File: src/rtl/dps_pkg.sv
package dps_pkg;
  localparam int CW = 29;
  // control word bit positions, decoded by the sequencer
  localparam int C_PC_LD   = 0;
  localparam int C_PC_S1   = 1;
  localparam int C_PC_S2   = 2;
  localparam int C_PC_S3   = 3;
  localparam int C_IR_LD   = 4;
  localparam int C_RA1_SEL = 5;
  localparam int C_RF_RD   = 6;
  localparam int C_RF_WR   = 7;
  localparam int C_SP_LD   = 8;
  localparam int C_OP1_SEL = 9;
  localparam int C_OP2_S1  = 10;
  localparam int C_OP2_S2  = 11;
  localparam int C_OP2_S3  = 12;
  localparam int C_OP2_S4  = 13;
  localparam int C_ALU_LO  = 14;
  localparam int C_ALU_HI  = 19;
  localparam int C_MA_S1   = 20;
  localparam int C_MA_S2   = 21;
  localparam int C_MD_SEL  = 22;
  localparam int C_WD_S1   = 23;
  localparam int C_WD_S2   = 24;
  localparam int C_WD_S3   = 25;
  localparam int C_WA_S1   = 26;
  localparam int C_WA_S2   = 27;
  localparam int C_WA_S3   = 28;
endpackage

File: src/rtl/dps_regfile.sv
module dps_regfile #(
  parameter int DW   = 32,
  parameter int NREG = 32,
  localparam int AW  = $clog2(NREG)
) (
  input  logic          clk,
  input  logic          rst,
  input  logic          rd_en,
  input  logic          wr_en,
  input  logic [AW-1:0] ra1,
  input  logic [AW-1:0] ra2,
  input  logic [AW-1:0] wa,
  input  logic [DW-1:0] wd,
  output logic [DW-1:0] rd1,
  output logic [DW-1:0] rd2
);
  logic [DW-1:0] mem [NREG];

  // read-first synchronous array, no reset on storage
  always_ff @(posedge clk) begin
    if (wr_en) mem[wa] <= wd;
    if (rd_en) begin
      rd1 <= (ra1 == '0) ? '0 : mem[ra1];
      rd2 <= (ra2 == '0) ? '0 : mem[ra2];
    end
  end

  // index 0 always yields zero
  assert_zero_reg_R3: assert property (@(posedge clk) disable iff (rst)
    (rd_en && ra1 == '0) |=> (rd1 == '0));
endmodule

File: src/rtl/dps_state_regs.sv
module dps_state_regs #(
  parameter int          DW       = 32,
  parameter logic [31:0] SP_RESET = 32'h0000_FFFF
) (
  input  logic          clk,
  input  logic          rst,
  input  logic          pc_ld,
  input  logic          pc_s1,
  input  logic          pc_s2,
  input  logic          pc_s3,
  input  logic          ir_ld,
  input  logic          sp_ld,
  input  logic [DW-1:0] rs_val,
  input  logic [DW-1:0] alu_res,
  input  logic [DW-1:0] mem_rdata,
  output logic [DW-1:0] pc,
  output logic [DW-1:0] pc_inc,
  output logic [DW-1:0] ir,
  output logic [DW-1:0] sp
);
  localparam int JW = 26;
  localparam int IW = 16;

  logic [DW-1:0] imm_sx, br_tgt, jmp_tgt, nxt_a, nxt_b, nxt_pc;

  assign pc_inc  = pc + 1'b1;
  assign imm_sx  = {{(DW-IW){ir[IW-1]}}, ir[IW-1:0]};
  assign br_tgt  = pc_inc + imm_sx;
  assign jmp_tgt = {pc_inc[DW-1:JW], ir[JW-1:0]};
  assign nxt_a   = pc_s1 ? pc_inc : rs_val;
  assign nxt_b   = pc_s2 ? br_tgt : nxt_a;
  assign nxt_pc  = pc_s3 ? nxt_b  : jmp_tgt;

  always_ff @(posedge clk) begin
    if (rst) begin
      pc <= '0;
      ir <= '0;
      sp <= SP_RESET[DW-1:0];
    end else begin
      if (pc_ld) pc <= nxt_pc;
      if (ir_ld) ir <= mem_rdata;
      if (sp_ld) sp <= alu_res;
    end
  end

  assert_reset_state_R1: assert property (@(posedge clk)
    rst |=> (pc == '0 && ir == '0 && sp == SP_RESET[DW-1:0]));
  assert_ir_capture_R2: assert property (@(posedge clk) disable iff (rst)
    ir_ld |=> (ir == $past(mem_rdata)));
  assert_pc_hold_R7: assert property (@(posedge clk) disable iff (rst)
    !pc_ld |=> $stable(pc));
  assert_sp_load_R8: assert property (@(posedge clk) disable iff (rst)
    sp_ld |=> (sp == $past(alu_res)));
endmodule

File: src/rtl/dps_steer.sv
module dps_steer #(
  parameter int DW  = 32,
  parameter int AW  = 5
) (
  input  logic [28:0]   ctrl,
  input  logic [AW-1:0] rs,
  input  logic [AW-1:0] rt,
  input  logic [15:0]   imm,
  input  logic [DW-1:0] pc,
  input  logic [DW-1:0] pc_inc,
  input  logic [DW-1:0] sp,
  input  logic [DW-1:0] rv1,
  input  logic [DW-1:0] rv2,
  input  logic [DW-1:0] alu_res,
  input  logic [DW-1:0] mem_rdata,
  output logic [AW-1:0] ra1,
  output logic [AW-1:0] wa,
  output logic [DW-1:0] wd,
  output logic [DW-1:0] op_a,
  output logic [DW-1:0] op_b,
  output logic [DW-1:0] maddr,
  output logic [DW-1:0] mwdata
);
  import dps_pkg::*;

  localparam int IW = 16;
  localparam logic [AW-1:0] LINK_REG = AW'(31);

  logic [AW-1:0] rd, wa_a, wa_b;
  logic [DW-1:0] shamt_zx, imm_zx, imm_sx, imm_hi;
  logic [DW-1:0] ob_a, ob_b, ob_c, wd_a, wd_b, ma_a;

  assign rd       = imm[15:11];
  assign shamt_zx = {{(DW-5){1'b0}}, imm[10:6]};
  assign imm_zx   = {{(DW-IW){1'b0}}, imm};
  assign imm_sx   = {{(DW-IW){imm[IW-1]}}, imm};
  assign imm_hi   = {imm, {(DW-IW){1'b0}}};

  assign ra1 = ctrl[C_RA1_SEL] ? '0 : rs;

  assign op_a = ctrl[C_OP1_SEL] ? sp : rv1;

  assign ob_a = ctrl[C_OP2_S1] ? shamt_zx : DW'(1);
  assign ob_b = ctrl[C_OP2_S2] ? imm_sx   : imm_zx;
  assign ob_c = ctrl[C_OP2_S3] ? ob_a     : ob_b;
  assign op_b = ctrl[C_OP2_S4] ? rv2      : ob_c;

  assign wa_a = ctrl[C_WA_S1] ? rt       : rd;
  assign wa_b = ctrl[C_WA_S2] ? LINK_REG : '0;
  assign wa   = ctrl[C_WA_S3] ? wa_a     : wa_b;

  assign wd_a = ctrl[C_WD_S1] ? mem_rdata : alu_res;
  assign wd_b = ctrl[C_WD_S2] ? imm_hi    : wd_a;
  assign wd   = ctrl[C_WD_S3] ? wd_b      : pc_inc;

  assign ma_a  = ctrl[C_MA_S1] ? sp : alu_res;
  assign maddr = ctrl[C_MA_S2] ? pc : ma_a;

  assign mwdata = ctrl[C_MD_SEL] ? rv1 : rv2;
endmodule

File: src/rtl/dp_steer_core.sv
module dp_steer_core #(
  parameter int          DW       = 32,
  parameter int          NREG     = 32,
  parameter logic [31:0] SP_RESET = 32'h0000_FFFF
) (
  input  logic                  clk,
  input  logic                  rst,
  input  logic [dps_pkg::CW-1:0] ctrl,
  input  logic [DW-1:0]         alu_res,
  input  logic [DW-1:0]         mem_rdata,
  output logic [DW-1:0]         alu_a,
  output logic [DW-1:0]         alu_b,
  output logic [5:0]            alu_op,
  output logic [DW-1:0]         mem_addr,
  output logic [DW-1:0]         mem_wdata,
  output logic [DW-1:0]         instr
);
  import dps_pkg::*;

  localparam int AW = $clog2(NREG);

  logic [DW-1:0] pc, pc_inc, ir, sp, rv1, rv2, wd;
  logic [AW-1:0] ra1, wa;

  assign instr  = ir;
  assign alu_op = ctrl[C_ALU_HI:C_ALU_LO];

  dps_state_regs #(.DW(DW), .SP_RESET(SP_RESET)) u_state (
    .clk(clk), .rst(rst),
    .pc_ld(ctrl[C_PC_LD]), .pc_s1(ctrl[C_PC_S1]), .pc_s2(ctrl[C_PC_S2]),
    .pc_s3(ctrl[C_PC_S3]), .ir_ld(ctrl[C_IR_LD]), .sp_ld(ctrl[C_SP_LD]),
    .rs_val(rv1), .alu_res(alu_res), .mem_rdata(mem_rdata),
    .pc(pc), .pc_inc(pc_inc), .ir(ir), .sp(sp)
  );

  dps_regfile #(.DW(DW), .NREG(NREG)) u_rf (
    .clk(clk), .rst(rst), .rd_en(ctrl[C_RF_RD]), .wr_en(ctrl[C_RF_WR]),
    .ra1(ra1), .ra2(ir[16 +: AW]), .wa(wa), .wd(wd),
    .rd1(rv1), .rd2(rv2)
  );

  dps_steer #(.DW(DW), .AW(AW)) u_steer (
    .ctrl(ctrl), .rs(ir[21 +: AW]), .rt(ir[16 +: AW]), .imm(ir[15:0]),
    .pc(pc), .pc_inc(pc_inc), .sp(sp), .rv1(rv1), .rv2(rv2),
    .alu_res(alu_res), .mem_rdata(mem_rdata),
    .ra1(ra1), .wa(wa), .wd(wd), .op_a(alu_a), .op_b(alu_b),
    .maddr(mem_addr), .mwdata(mem_wdata)
  );
endmodule

File: config.mk
export PLATFORM = sky130hd
export DESIGN_NAME = dp_steer_core
export DESIGN_NICKNAME = d
export VERILOG_FILES = /design/src/rtl/dps_pkg.sv /design/src/rtl/dps_regfile.sv /design/src/rtl/dps_state_regs.sv /design/src/rtl/dps_steer.sv /design/src/rtl/dp_steer_core.sv
export SDC_FILE = /design/constraint.sdc
export NUM_CORES = 2
export LEC_CHECK = 0
export ABC_AREA = 1
export BUFFER_PORTS_ARGS = -buffer_cell sky130_fd_sc_hd__buf_4
export CORE_MARGIN = 5
export CORE_UTILIZATION = 44
export DETAILED_ROUTE_END_ITERATION = 8
export SKIP_LAST_GASP = 1
export SLEW_MARGIN = 20
export SYNTH_ARGS = -nofsm -noshare
export SYNTH_HDL_FRONTEND = slang
export SYNTH_SLANG_ARGS = --single-unit
File: constraint.sdc
create_clock -name clk -period 4.55 [get_ports clk]
set_input_delay 0.6825 -clock clk [delete_from_list [all_inputs] [get_ports clk]]
set_output_delay 0.6825 -clock clk [all_outputs]
set_load 0.02 [all_outputs]
# Yosys cells after proc, flatten, opt, wreduce, memory -nomap -nowiden
# Memories as Yosys holds them, arrays and structs flattened. A register that Yosys moved wholly into a read port is not among the register bits.
# Index checks and enable logic that the tools add are counted.
[word_totals]
reg_bits = 96
ramBits = 1024
input_bits = 95
output_inout_bits = 166
word_cells = 28
n_memories = 1
[classes]
add_sub_neg = 2
mux = 20
reduce_logical = 2
[memory_table]
columns = ["name", "depth", "word_bits", "read_ports", "rd_clocked_by_memory_dff", "write_ports", "line_no", "text"]
rows = [
  ["u_rf.mem", 32, 32, 2, 2, 1, "dps_regfile.sv:17", "logic [DW-1:0] mem [NREG];"],
]
[ops]
columns = ["operator", "count"]
rows = [
  ["$mux 32", 13],
  ["$add 32x1->32 const B", 1],
  ["$add 32x32->32", 1],
  ["$mux 5", 5],
  ["$logic_not 5->1", 2],
  ["$mux 1", 2],
]

# Logic depth before layout (Yosys ltp)
[depth]
word_depth = 4
mapped_depth = 27
depth_no_buf = 27

# By module
# A second synthesis with hierarchy kept.
[unflattened]
hier_cells = 8172
area_unflattened_um2 = 64969.8
[by_module_without_submodules]
columns = ["module", "instances", "cells_per_inst", "area_each_um2", "seq_area_each_um2"]
rows = [
  ["dps_regfile", 1, 6048, 53954.2, 32671.3],
  ["dps_state_regs", 1, 1308, 7557.2, 1921.8],
  ["dps_steer", 1, 810, 3413.3, 0.0],
  ["dp_steer_core", 1, 6, 45.0, 0.0],
]

# Worst setup path after synthesis
# Ideal clock, no wire load.
[synth_path]
kind = "register to register"
from = "register u_state.ir[15]"
to = "memory u_rf.mem[16][0], enable pin"
setup_time_ns = 0.421
arrival_ns = 2.950
required_ns = 4.129
path_slack_ns = 1.179
stages_incl_launch_ff = 7
n_path_buf = 0
period_less_slack_ns = 3.371
path_cell_list = "dfxtp_1 o21ai_0 a21oi_1 nor2_1 nor2_1 nand2_1 nor2_1"
[synth_via]
elab_chain_cells = 2
[synth_lines]
columns = ["element", "line_no", "text"]
rows = [
  ["start: declaration", "dps_state_regs.sv:18", "output logic [DW-1:0] ir,"],
  ["start signal: assignment", "dps_state_regs.sv:41", "if (ir_ld) ir <= mem_rdata;"],
  ["$mux 5", "dps_steer.sv:48", "assign wa_a = ctrl[C_WA_S1] ? rt : rd;"],
  ["$mux 5", "dps_steer.sv:50", "assign wa = ctrl[C_WA_S3] ? wa_a : wa_b;"],
  ["end: declaration", "dps_regfile.sv:17", ""],
]
# Every way passes these cells.

# Final worst setup path
[layout_path]
from = "register u_state.ir[15]"
to = "output port alu_b[17]"
[layout_via]
elab_chain_cells = 3
[layout_lines]
columns = ["element", "line_no", "text"]
rows = [
  ["$mux 32", "dps_steer.sv:44", "assign ob_b = ctrl[C_OP2_S2] ? imm_sx : imm_zx;"],
  ["$mux 32", "dps_steer.sv:45", "assign ob_c = ctrl[C_OP2_S3] ? ob_a : ob_b;"],
  ["$mux 32", "dps_steer.sv:46", "assign op_b = ctrl[C_OP2_S4] ? rv2 : ob_c;"],
  ["end: declaration", "dp_steer_core.sv:12", "output logic [DW-1:0] alu_b,"],
]
# Every way passes these cells.

==> results.sh <==
export IMPL_path_common_cell="buf_4"
export IMPL_drt_vias_per_instance=6.35
export IMPL_synth_edf_count=1088
export IMPL_wl_per_cell_microns=29.6
export IMPL_async_reset_ff_frac=0
export IMPL_rsz0062_at_grt="no"
export IMPL_cts_setup_buffers=0
export IMPL_fin_skew_ps=28.2
export IMPL_placementRows=137
export IMPL_finalHoldViolCount=0
export IMPL_multi_input_area_sq_mm=0.0231
export IMPL_drc_errors=0
export IMPL_fill_cells=12800
export IMPL_final_cell_area_sq_mm=0.0703
export IMPL_ctsResizeCount=0
export IMPL_clockRootBuffer="clkbuf_16"
export IMPL_final_core_util=0.504
export IMPL_dr_pass1_iters=7
export IMPL_r2r_cells=20
export IMPL_clock_path_buffers=3
export IMPL_numClockSinks=1184
export IMPL_syn_cell_area_sq_mm=0.0617
export IMPL_yosys_area_top_type_share=0.530
export IMPL_nets=7049
export IMPL_path_max_fanout=17
export IMPL_cts_clk_slew_worst_paths_ps=50
export IMPL_syn_avg_cell_area_sq_um=8.98
export IMPL_crit_type="flop to output pin"
export IMPL_grt_start_max_net_pins=181
export IMPL_hold_path_cell_count=3
export IMPL_grt_usage=0.343
export IMPL_netlist_top_cells_area="edfxtp_1 53%, o21ai_0 9.2%, a21oi_1 6.0%, nand2_1 6.0%, nand3_1 3.7%"
export IMPL_ctsHtreeMaxLevel=4
export IMPL_p_per_area_mw_per_mm2=393
export IMPL_antenna_found_initial=13
export IMPL_core_sq_mm=0.139
export IMPL_worst_r2r_endpoint="u_state.pc[25]"
export IMPL_max_freq_mhz=254
export IMPL_synthSimpleGateAreaFrac=0.139
export IMPL_critPathMaxStageDelay_ps=1010
export IMPL_drtIter0Drc=9125
export IMPL_gp_congestion=0.987
export IMPL_initial_core_util=0.443
export IMPL_cts_made_buffers=133
export IMPL_dpl_cell_area_sq_mm=0.0659
export IMPL_crit_family="flip-flops"
export IMPL_vias=56400
export IMPL_slew_headroom=0.224
export IMPL_synth_top_family_by_area="compound AO/OA/AOI/OAI gates"
export IMPL_final_setup_tns_ps=0
export IMPL_synth_xor_area_frac=0.00308
export IMPL_pin_count=261
export IMPL_synth_flop_cell="edfxtp_1"
export IMPL_syn2layout_area_growth_pct=14.0
export IMPL_maxCapViolations=0
export IMPL_antenna_left=0
export IMPL_rrSetupSlack_ps=800
export IMPL_path_buf_inv=3
export IMPL_hold_class="input port to flop"
export IMPL_setup_violations=0
export IMPL_synth_distinct_cells=47
export IMPL_crit_chain="buf_4 > nand4_1 > buf_4 > o21ai_0 > buf_4"
export IMPL_finalCritPeriodShare=0.864
export IMPL_min_to="u_state.ir[30]"
export IMPL_critPathCaptureType="output pin"
export IMPL_chipHeight_microns=384
export IMPL_die_w_microns=384
export IMPL_clk_latency_ps=800
export IMPL_timing_rr_start="u_state.pc[1]"
export IMPL_p_leak_nw=26.0
export IMPL_yosysTopAreaCell="edfxtp_1"
export IMPL_cts_tree="yes"
export IMPL_report_final_slew_viol_count=0
export IMPL_ys_seq_area_frac=0.561
export IMPL_layout_drive_gt1_share=0.105
export IMPL_die_area_sq_mm=0.148
export IMPL_ff_latch_area_sq_mm=0.0346
export IMPL_syn_inst=6870
export IMPL_synth_compound_area_frac=0.212
export IMPL_syn_nets=7005
export IMPL_grt_first_pass_wirelength_mm=368
export IMPL_synth_mux_area_frac=0.00243
export IMPL_ys_warn_count=0
export IMPL_synth_fa_ha_area_frac=0.00824
export IMPL_vdd_drop_max_mv=0.353
export IMPL_dp_hpwl_mm=160
export IMPL_grt_pass1_vias=52100
export IMPL_cp_arrival_ps=3250
export IMPL_status="complete, no violations"
export IMPL_grt_ovfl_total=0
export IMPL_port_buffers=248
export IMPL_worst_slew_pin_slew_ps=1160
export IMPL_postCtsHoldBufs=0
export IMPL_wirelength_mm=263
export IMPL_min_from="mem_rdata[30]"
export IMPL_fin_crit_ps=3930
export IMPL_slowest_stage="dfxtp_1"
export IMPL_worstPathRequired_ps=3870
export IMPL_cp_start_kind="flop"
export IMPL_synth_seq_cells=1184
==> layer usage <==
layer | share of wire | vias up | GRT usage
met5 | 0.00043 | - | 0.00463
met4 | 0.059 | 4 | 0.182
met3 | 0.13 | 774 | 0.0767
met2 | 0.44 | 4261 | 0.524
met1 | 0.37 | 27000 | 0.456
li1 | - | 24400 | -
==> registers in the layout, indices dropped and copies added, names as in the netlist <==
name        cells
u_rf.mem     1024
u_state.sp     32
u_state.ir     32
u_state.pc     32
u_rf.rd2       32
u_rf.rd1       32
==> tightest hold or removal path: cells and delay by family <==
family / cells / cell delay [ps]
simple gates: 2 / 130
buf+inv: 1 / 90
==> power breakdown <==
part           switching, mW  leakage (nW)  total (mW)  internal [mW]
Combinational           3.02          13.1        4.11           1.09
Sequential             0.254          10.9        12.5           12.3
Clock                   4.68          2.11        11.0           6.29
Total                   7.95          26.0        27.6           19.7
==> cell usage after synthesis (2+ instances only) <==
cell type and n:
a211oi_1 18, o21a_1 5, a21oi_1 737, a311oi_1 8, buf_4 39, inv_2 11, edfxtp_1 1088, and2_1 3
a31oi_1 17, a21oi_2 2, nand4_1 10, o311ai_0 4, nor3_1 14, nand2_2 6, buf_6 9, ha_1 39
a22o_1 13, o2111ai_1 13, xor2_1 18, xor2_2 2, o211ai_1 109, nor2_4 5, nor3_2 3, nand3b_1 5
nor2_2 3, o221ai_1 59, o21ai_1 101, o22ai_1 188, mux2i_1 15, o21ai_0 1136, buf_2 162, or2_2 3
inv_1 567, nor2_1 597, nand2_1 980, clkinv_1 6, nand3_1 454, o21bai_1 7, dfxtp_1 96, clkbuf_1 283
buf_1 29
==> how the worst max path moves through the flow <==
| stage | start | to | slack [ps] | cells past startpoint |
|---|---|---|---|---|
| floorplan | u_state.ir[15] | u_rf.mem[16][0] | 1180 | 6 |
| global placement | u_state.pc[1] | u_state.pc[25] | 980 | 20 |
| detailed placement | u_state.pc[1] | u_state.pc[25] | 890 | 20 |
| CTS | u_state.ir[15] | alu_b[17] | 650 | 5 |
| global route | u_state.ir[15] | alu_b[17] | 620 | 5 |
| finish | u_state.ir[15] | alu_b[17] | 620 | 5 |
==> metrics by stage <==
step / hold WS (ps) / setup slack [ps] / cells / power, mW
2_1_floorplan: 448 / 1180 / 6870 / 14.9
3_3_place_gp: 458 / 976 / 8654 / 16.7
3_5_place_dp: 469 / 893 / 8654 / 16.7
4_1_cts: 88.2 / 648 / 8893 / 27.5
5_1_grt: 119 / 624 / 8894 / 28.3
6_report: 135 / 618 / 8895 / 27.6
==> final cells by class <==
cell class / instances / share of cell area
clock buffers: 169 / 0.0503
well taps: 1876 / 0.0334
repair buffers: 431 / 0.0525
flip-flops and latches: 1184 / 0.492
multi-input cells: 4580 / 0.328
clock inverters: 70 / 0.0116
diodes: 1 / 0.0000356
inverters: 584 / 0.0317
==> layout by cell type, fill, tap and decap left out, drive strengths merged, types with 3 or more instances in the layout <==
master / netlist / routed
clkbuf: 283 / 169
clkinv: 6 / 57
a21oi: 739 / 739
a311oi: 8 / 8
inv: 578 / 580
a22o: 13 / 13
nand2: 986 / 986
o2111ai: 13 / 13
nor3: 17 / 17
bufinv: 0 / 13
nor2: 605 / 605
o311ai: 4 / 4
o21bai: 7 / 7
nand3: 455 / 455
ha: 39 / 39
and2: 3 / 3
dfxtp: 96 / 96
o21ai: 1237 / 1237
or2: 3 / 3
o21a: 5 / 5
o22ai: 188 / 188
o211ai: 109 / 109
mux2i: 15 / 15
xor2: 20 / 20
a31oi: 17 / 17
nand4: 10 / 10
clkinvlp: 0 / 4
nand3b: 6 / 6
a211oi: 18 / 18
o221ai: 59 / 59
buf: 239 / 431
edfxtp: 1088 / 1088
==> kinds of logic (layout without fill, tap and decap cells) <==
kind of cell	after synthesis	count (layout)
adder cells (fa/ha/maj)	40	40
multiplexers	15	15
XOR/XNOR	20	20
other	0	1
flip-flops	1184	1184
AND/OR/NAND/NOR	2086	2086
buffers and inverters	1106	1254
AO/OA/AOI/OAI	2419	2419
Note: power is estimated with default switching activity, not from simulation.
